==> config.mk <==
export PLATFORM = sky130hd
export DESIGN_NAME = int_exec_unit
export DESIGN_NICKNAME = d
export VERILOG_FILES = /design/src/rtl/alu_pkg.sv /design/src/rtl/alu_opnd_sel.sv /design/src/rtl/alu_arith.sv /design/src/rtl/alu_logic_shift.sv /design/src/rtl/int_exec_unit.sv
export SDC_FILE = /design/constraint.sdc
export NUM_CORES = 1
export LEC_CHECK = 0
export BUFFER_PORTS_ARGS = -buffer_cell sky130_fd_sc_hd__buf_4
export CAP_MARGIN = 15
export CORE_MARGIN = 2
export CORE_UTILIZATION = 32
export DETAILED_ROUTE_END_ITERATION = 8
export PLACE_DENSITY = 0.53
export SYNTH_ARGS = -nofsm -noshare
export SYNTH_HDL_FRONTEND = slang
export SYNTH_SLANG_ARGS = --single-unit
==> constraint.sdc <==
create_clock -name vclk -period 16
set_input_delay 3.2 -clock vclk [all_inputs]
set_output_delay 3.2 -clock vclk [all_outputs]
set_load 0.01 [all_outputs]
==> src/rtl/alu_pkg.sv <==
package alu_pkg;

  typedef enum logic [3:0] {
    OP_ADD = 4'd0,
    OP_SUB = 4'd1,
    OP_AND = 4'd2,
    OP_OR  = 4'd3,
    OP_XOR = 4'd4,
    OP_SLL = 4'd5,
    OP_SRL = 4'd6,
    OP_SRA = 4'd7,
    OP_SLT = 4'd8,
    OP_SGT = 4'd9,
    OP_SLE = 4'd10,
    OP_SGE = 4'd11,
    OP_SEQ = 4'd12,
    OP_SNE = 4'd13,
    OP_RS0 = 4'd14,
    OP_RS1 = 4'd15
  } alu_op_e;

  function automatic logic op_is_logical(alu_op_e op);
    return (op == OP_AND) || (op == OP_OR) || (op == OP_XOR);
  endfunction

  function automatic logic op_is_compare(alu_op_e op);
    return (op >= OP_SLT) && (op <= OP_SNE);
  endfunction

  // Signed less-than from a subtraction: the sign of the difference,
  // corrected when the subtraction overflowed.
  function automatic logic signed_less(logic a_msb, logic b_msb, logic d_msb);
    logic ovf;
    ovf = (a_msb ^ b_msb) & (d_msb ^ a_msb);
    return d_msb ^ ovf;
  endfunction

  // Select the truth of a relation from less and equal.
  function automatic logic relation_hit(alu_op_e op, logic lt, logic eq);
    logic hit;
    case (op)
      OP_SLT:  hit = lt;
      OP_SGT:  hit = !lt && !eq;
      OP_SLE:  hit = lt || eq;
      OP_SGE:  hit = !lt;
      OP_SEQ:  hit = eq;
      OP_SNE:  hit = !eq;
      default: hit = 1'b0;
    endcase
    return hit;
  endfunction

endpackage

==> src/rtl/alu_opnd_sel.sv <==
module alu_opnd_sel #(
  parameter int DATA_W = 32,
  parameter int IMM_W  = 16
) (
  input  logic [DATA_W-1:0] op_b_reg,
  input  logic [IMM_W-1:0]  imm,
  input  logic              use_imm,
  input  logic              zext,
  output logic [DATA_W-1:0] opnd_b
);
  localparam int EXT_W = DATA_W - IMM_W;

  logic [EXT_W-1:0]  ext_bits;
  logic [DATA_W-1:0] imm_wide;

  assign ext_bits = zext ? '0 : {EXT_W{imm[IMM_W-1]}};
  assign imm_wide = {ext_bits, imm};
  assign opnd_b   = use_imm ? imm_wide : op_b_reg;

  always_comb begin
    if (use_imm && !zext) begin
      assert_sext_R4: assert (opnd_b[DATA_W-1] == imm[IMM_W-1])
        else $error("sign extension lost");
    end
    if (use_imm && zext) begin
      assert_zext_R5: assert (opnd_b < (DATA_W'(1) << IMM_W))
        else $error("zero extension lost");
    end
  end
endmodule

==> src/rtl/alu_arith.sv <==
module alu_arith
  import alu_pkg::*;
#(
  parameter int DATA_W = 32
) (
  input  logic [DATA_W-1:0] a,
  input  logic [DATA_W-1:0] b,
  input  alu_op_e           op,
  output logic [DATA_W-1:0] sum,
  output logic [DATA_W-1:0] diff,
  output logic              cmp_hit
);
  localparam int MSB = DATA_W - 1;

  logic lt_w;
  logic eq_w;

  assign sum     = a + b;
  assign diff    = a + ~b + DATA_W'(1);
  assign eq_w    = (a == b);
  assign lt_w    = signed_less(a[MSB], b[MSB], diff[MSB]);
  assign cmp_hit = relation_hit(op, lt_w, eq_w);

  always_comb begin
    assert_lt_excl_eq_R7: assert (!(lt_w && eq_w))
      else $error("less and equal together");
    assert_eq_diff_R2: assert (eq_w == (diff == '0))
      else $error("equality and difference disagree");
  end
endmodule

==> src/rtl/alu_logic_shift.sv <==
module alu_logic_shift
  import alu_pkg::*;
#(
  parameter int DATA_W = 32
) (
  input  logic [DATA_W-1:0] a,
  input  logic [DATA_W-1:0] b,
  input  alu_op_e           op,
  output logic [DATA_W-1:0] res
);
  localparam int SHAMT_W = $clog2(DATA_W);
  localparam int MSB     = DATA_W - 1;

  logic [SHAMT_W-1:0] shamt;
  logic [DATA_W-1:0]  sll_w, srl_w, sra_w;

  assign shamt = b[SHAMT_W-1:0];
  assign sll_w = a << shamt;
  assign srl_w = a >> shamt;
  assign sra_w = DATA_W'($signed(a) >>> shamt);

  always_comb begin
    case (op)
      OP_AND:  res = a & b;
      OP_OR:   res = a | b;
      OP_XOR:  res = a ^ b;
      OP_SLL:  res = sll_w;
      OP_SRL:  res = srl_w;
      OP_SRA:  res = sra_w;
      default: res = '0;
    endcase
  end

  always_comb begin
    if (shamt != '0) begin
      assert_srl_fill_R6: assert (!srl_w[MSB])
        else $error("logical right shift filled with one");
      assert_sll_fill_R6: assert (!sll_w[0])
        else $error("left shift filled with one");
    end
    assert_sra_sign_R6: assert (sra_w[MSB] == a[MSB])
      else $error("arithmetic shift lost sign");
  end
endmodule

==> src/rtl/int_exec_unit.sv <==
module int_exec_unit
  import alu_pkg::*;
#(
  parameter int DATA_W = 32,
  parameter int IMM_W  = 16
) (
  input  logic [DATA_W-1:0] op_a,
  input  logic [DATA_W-1:0] op_b_reg,
  input  logic [IMM_W-1:0]  imm16,
  input  logic              use_imm,
  input  logic [3:0]        op_sel,
  output logic [DATA_W-1:0] result,
  output logic              a_is_zero
);
  alu_op_e           op_e;
  logic              zext_w;
  logic [DATA_W-1:0] opnd_b;
  logic [DATA_W-1:0] sum_w, diff_w, ls_w;
  logic              cmp_hit_w;

  assign op_e      = alu_op_e'(op_sel);
  assign zext_w    = op_is_logical(op_e);
  assign a_is_zero = (op_a == '0);

  alu_opnd_sel #(.DATA_W(DATA_W), .IMM_W(IMM_W)) u_sel (
    .op_b_reg (op_b_reg),
    .imm      (imm16),
    .use_imm  (use_imm),
    .zext     (zext_w),
    .opnd_b   (opnd_b)
  );

  alu_arith #(.DATA_W(DATA_W)) u_arith (
    .a       (op_a),
    .b       (opnd_b),
    .op      (op_e),
    .sum     (sum_w),
    .diff    (diff_w),
    .cmp_hit (cmp_hit_w)
  );

  alu_logic_shift #(.DATA_W(DATA_W)) u_ls (
    .a   (op_a),
    .b   (opnd_b),
    .op  (op_e),
    .res (ls_w)
  );

  always_comb begin
    if (op_e == OP_ADD) begin
      result = sum_w;
    end else if (op_e == OP_SUB) begin
      result = diff_w;
    end else if (op_is_compare(op_e)) begin
      result = {{(DATA_W-1){1'b0}}, cmp_hit_w};
    end else begin
      result = ls_w;
    end
  end

  always_comb begin
    if (op_e == OP_ADD && a_is_zero) begin
      assert_ldconst_R10: assert (result == opnd_b)
        else $error("load constant path broken");
    end
    if (op_e == OP_SUB && a_is_zero) begin
      assert_negate_R2: assert (result + opnd_b == '0)
        else $error("subtract from zero not a negation");
    end
    if (op_is_compare(op_e)) begin
      assert_cmp_word_R7: assert ($countones(result) <= 1 && result[DATA_W-1:1] == '0)
        else $error("compare result not 0 or 1");
    end
  end
endmodule

**Word-level counts from Yosys, hierarchy flattened**

Index checks and enable logic that the tools add are counted.

- Output and inout bits: 33
- Input port bits: 85
- Bits in latches: 0
- Register bits: 0
- Memories kept: 0
- Bits in read-only memories: 0
- RAM bits: 0

- Muxes and demuxes: 7
- Magnitude comparators: 2
- Reductions and logical operators: 9
- $mul: 0
- $add $sub $neg: 3
- Shift-type cells: 3
- Equality and inequality tests: 14
- Bitwise logic cells: 8
- Divide/modulo/power cells: 0

Operators with widths:

| kind | number |
|---|---|
| 32-bit one-hot mux with 6 select lines | 1 |
| 32-bit 2-to-1 mux | 4 |
| 32-bit adder | 2 |
| 32-bit by 1-bit adder with 32-bit output (second input constant) | 1 |
| 32-bit bitwise AND | 1 |
| 32-bit == test | 1 |
| 32-bit zero test | 1 |
| 32-bit NOT | 1 |
| 32-bit bitwise OR | 1 |
| 32-bit by 5-bit left shift with 32-bit output | 1 |
| 32-bit by 5-bit >> shifter with 32-bit output | 1 |
| 32-bit by 5-bit >>> shifter with 32-bit output | 1 |
| 32-bit bitwise XOR | 1 |
| 4-bit == test (second input constant) | 6 |
| 4-bit by 3-bit == test with 1-bit output (second input constant) | 4 |
| 16-bit 2-to-1 mux | 1 |
| 4-bit by 2-bit == test with 1-bit output (second input constant) | 2 |
| 1-bit one-hot mux with 6 select lines | 1 |
| 4-bit by 1-bit == test with 1-bit output (second input constant) | 1 |
| 4-bit greater-or-equal comparator (second input constant) | 1 |
| 4-bit less-or-equal comparator (second input constant) | 1 |
| 4-bit zero test | 1 |
| 1-bit logical OR | 3 |
| 1-bit bitwise XOR | 3 |
| 3 further kinds | 5 |

**Depth between registers and ports, before layout**

- Word-level depth: 17
- Gate-level depth with buffers: 23
- Mapped depth without buffers: 21

**Hierarchy**

Synthesis repeated with hierarchy kept, for this count alone.

- Cell total of the unflattened synthesis: 1389
- Area total of the unflattened synthesis: 10686.5 sq um

By module, submodules not included:

| module | area each (sq um) | seq. area each (sq um) | cells an instance | times used |
|---|---|---|---|---|
| alu_logic_shift | 5688.0 | 0.0 | 682 | 1 |
| alu_arith | 3779.9 | 0.0 | 558 | 1 |
| int_exec_unit | 788.3 | 0.0 | 95 | 1 |
| alu_opnd_sel | 430.4 | 0.0 | 54 | 1 |

**Worst setup path after synthesis**

OpenSTA, ideal clock, no wires.

- Path kind: input-to-output
- Start: input port op_sel[3]
- End: output port result[31]
- Stages on the path: 23
- Setup slack: 4.925 ns
- Required time: 12.800 ns
- Arrival time: 7.875 ns
- Cell sequence: clkbuf_1 -> inv_1 -> and3_1 -> clkbuf_1 -> o21ai_1 -> clkbuf_1 -> o21a_1 -> inv_1 -> ha_1 -> clkbuf_1 -> inv_1 -> a2111oi_0 -> nand2b_1 -> nor2_1 -> nor2_1 -> and2_1 -> o21ai_0 -> a21o_1 -> fa_1 -> a222oi_1 -> o311ai_0 -> a21oi_1 -> o221ai_1

- Longest elaborated chain between the ends: 10
- Elaborated cells on any way between the ends: 26
- Classes of those cells: add/sub (3); order compare (2); eq/ne (7); mux (6); bitwise (4); reduce/logical (4)

Ends and longest elaborated chain:

| element | line | source |
|---|---|---|
| from (decl) | int_exec_unit.sv:11 | `input logic [3:0] op_sel,` |
| 4-bit by 2-bit == test with 1-bit output | alu_pkg.sv:23, alu_logic_shift.sv:23 |  |
| 1-bit logical OR (2 in a row) | alu_pkg.sv:23 | `return (op == OP_AND) \|\| (op == OP_OR) \|\| (op == OP_XOR);` |
| 16-bit 2-to-1 mux | alu_opnd_sel.sv:16 | `assign ext_bits = zext ? '0 : {EXT_W{imm[IMM_W-1]}};` |
| 32-bit 2-to-1 mux | alu_opnd_sel.sv:18 | `assign opnd_b = use_imm ? imm_wide : op_b_reg;` |
| 32-bit NOT, or another cell as far along | alu_arith.sv:19 | `assign diff = a + ~b + DATA_W'(1);` |
| 32-bit adder / 32-bit one-hot mux with 6 select lines (equally long branches) | alu_arith.sv:19, alu_logic_shift.sv:23 |  |
| 32-bit by 1-bit adder with 32-bit output / 32-bit 2-to-1 mux (equally long branches) | alu_arith.sv:19, int_exec_unit.sv:54 |  |
| 32-bit 2-to-1 mux | int_exec_unit.sv:52 | `end else if (op_e == OP_SUB) begin` |
| 32-bit 2-to-1 mux (*) | int_exec_unit.sv:50 | `if (op_e == OP_ADD) begin` |
| to (decl) | int_exec_unit.sv:12 | `output logic [DATA_W-1:0] result,` |

Mark *: on every way between the ends. The rest lies on a longest branch, timed or not.

**Final worst setup path**

- Start: input port op_sel[2]
- End: output port result[31]

Same word-level chain as after synthesis.

==> impl_results.md <==
- Synth Net Count: 1,635
- Maximum VDD drop: 0.0000204 V
- GRT overflow: 0
- Cells after Synth: 1,436
- Core ar.: 29,600 um^2
- P_leak: 4.69 nW
- GRT Overall Usage: 0.294
- PD cells: 47.0 nW/um^2
- Layout Utilization: 0.362
- Starting Density: 0.325
- Antenna viol nets, final: 0
- Hold depth: 3
- Critical Path RT: 12.80 ns
- Syn Std Cell Area: 9600 um^2
- RSZ-0062 raised after global routing: no
- Fillers: 3,267
- Top post-synthesis cells by area: ha_1, mux2i_1, a21oi_1, nand2_1, nor2_1
- Drt first pass iters: 6
- Chip width: 177 um
- Max Cap Violations: 0
- Initial antenna violation count: 2
- Largest net degree at the start of global routing: 77
- Yosys synthesis warning count: 0
- Final Hold Vio Count: 0
- Slew HR: 0.254
- Period minus WS final: 11.95 ns
- Total Nets Final: 1,667
- Seq cells: 0
- Ports: 118
- HP Start: op_sel[3]
- Post-synthesis cell type count: 83
- DPL Wire Length: 36,600 um
- Vias per cell: 6.49
- Hold EP: result[0]
- Total Wirelength: 47,800 um
- Wire per inst: 25.8 um
- Final worst path period share: 0.747
- Via count: 12.0k
- DRC viols: 0
- Post-Place Cells: 1,855
- First-pass GRT wire length: 70,900 um
- Reg area: 0 um^2
- Worst EP arrival: 8.75 ns
- Chip Height: 177 um
- Die area: 31,400 um^2
- Post-synth top area share: 0.145
- Layout cells sized above 1: 0.130
- Synth area leader: ha_1
- Setup violators final: 0
- Tightest Pin Transition: 1.11 ns
- FP Rows: 63
- Post-CTS Setup Bufs: 0
- Crit Path Category: input port to primary output
- Sequential area share after synthesis: 0
- # resized after CTS: 0
- Slew Limit Fails: 0
- Status: complete, no violations
- Setup tns final: 0 ns
- Clock Buffer Count: 0
- Crit. End Element: primary output
- Max Fanout on Critical Path: 20
- 1st-iter DRT viols: 1,949
- Port Buffer Count: 118
- Avg Cell Area, Syn: 6.69 um^2
- Layout area overhead: 11.5%
- HP Class: input port to primary output
- Commonest non-fill, non-tap cells in the layout: nor2_1, nand2_1, buf_4
- Max Clk Rate: 83.7 MHz
- CTS hold repair buffers: 0
- Vias in the first global route: 11.0k
- N_diodes: 0
- Startpoint types: input port
- Layout Cells excl Fill: 1,856
- Routability cong.: 0.999
## cells by family (layout without fill, tap and decap cells)
logic type	after synthesis	in the layout	share of synthesized area
mux	127	127	0.160
buf+inv	204	234	0.0883
xor+xnor	31	31	0.0283
compound gates	504	504	0.358
fa+ha+maj	114	114	0.151
simple gates	456	456	0.215
## report_power, final
part / leakage [nW] / total, mW / internal, mW / switching (mW)
clock network: 0 / 0 / 0 / 0
registers: 0 / 0 / 0 / 0
logic: 4.69 / 0.503 / 0.182 / 0.321
total: 4.69 / 0.503 / 0.182 / 0.321
## synth_stat cells (10+ instances only)
master	instances
o221ai_1	12
a221oi_1	19
mux4_2	17
ha_1	111
nand2_1	146
o21a_1	23
o211ai_1	18
o21ai_0	94
nor4_1	22
a21o_1	14
nand3_1	36
buf_1	15
nand4_1	10
a211oi_1	29
o22ai_1	25
a31oi_1	11
and3_1	16
a22oi_1	20
o31ai_1	10
buf_2	14
clkbuf_1	72
xnor2_1	19
mux2i_1	100
o21bai_1	10
o311ai_0	11
nor3_1	29
xor2_1	12
inv_1	92
nand2b_1	14
and2_1	11
a21oi_1	117
nor2_1	146
## through the flow
stage / worst slack, ns / hold WS (ns) / area (um^2) / power [mW]
after floorplan: 4.92 / 6.53 / 9600 / 0.321
after global placement: 4.33 / 6.85 / 10700 / 0.487
after detailed placement: 4.22 / 6.84 / 10700 / 0.485
after CTS: 4.20 / 6.84 / 10700 / 0.488
after global routing: 3.69 / 6.87 / 10700 / 0.537
final: 4.05 / 6.87 / 10700 / 0.503
## critical path, cell delays in order
cell,delay [ns]
buf_4,0.23
nor2_1,0.08
nand2_1,0.35
nand2_1,0.10
o21ai_1,0.43
buf_4,0.30
o21a_1,0.17
inv_1,0.06
ha_1,0.51
inv_1,0.14
a2111oi_0,0.56
nand2b_1,0.35
nor2_1,0.07
nor2_1,0.22
and2_1,0.18
o21ai_0,0.08
a21o_1,0.19
fa_1,0.43
a222oi_1,0.33
o311ai_0,0.21
a21oi_1,0.17
o221ai_1,0.17
buf_4,0.21
## area by class of cell
cell class         count  area (um^2)  area share
repair buffers       140         1060      0.0987
inverters             94          358      0.0334
well taps            390          488      0.0456
multi-input cells   1232         8810       0.822
## metal layers
layer	vias to the layer above	routed length (um)	global-route usage
li1	5421	-	-
met1	5703	20800	0.427
met2	818	20300	0.450
met3	107	5260	0.0451
met4	0	1520	0.0702
met5	-	0	0
## worst max path at each step
| stage | slack [ns] | end | start | depth (start not counted) |
|---|---|---|---|---|
| floorplan | 4.92 | result[31] | op_sel[3] | 23 |
| global placement | 4.33 | result[31] | op_sel[2] | 23 |
| detailed placement | 4.22 | result[31] | op_sel[2] | 23 |
| CTS | 4.20 | result[31] | op_sel[2] | 23 |
| global route | 3.69 | result[31] | op_sel[2] | 23 |
| finish | 4.05 | result[31] | op_sel[2] | 23 |
No activity file was read; power rests on OpenSTA's default activity.
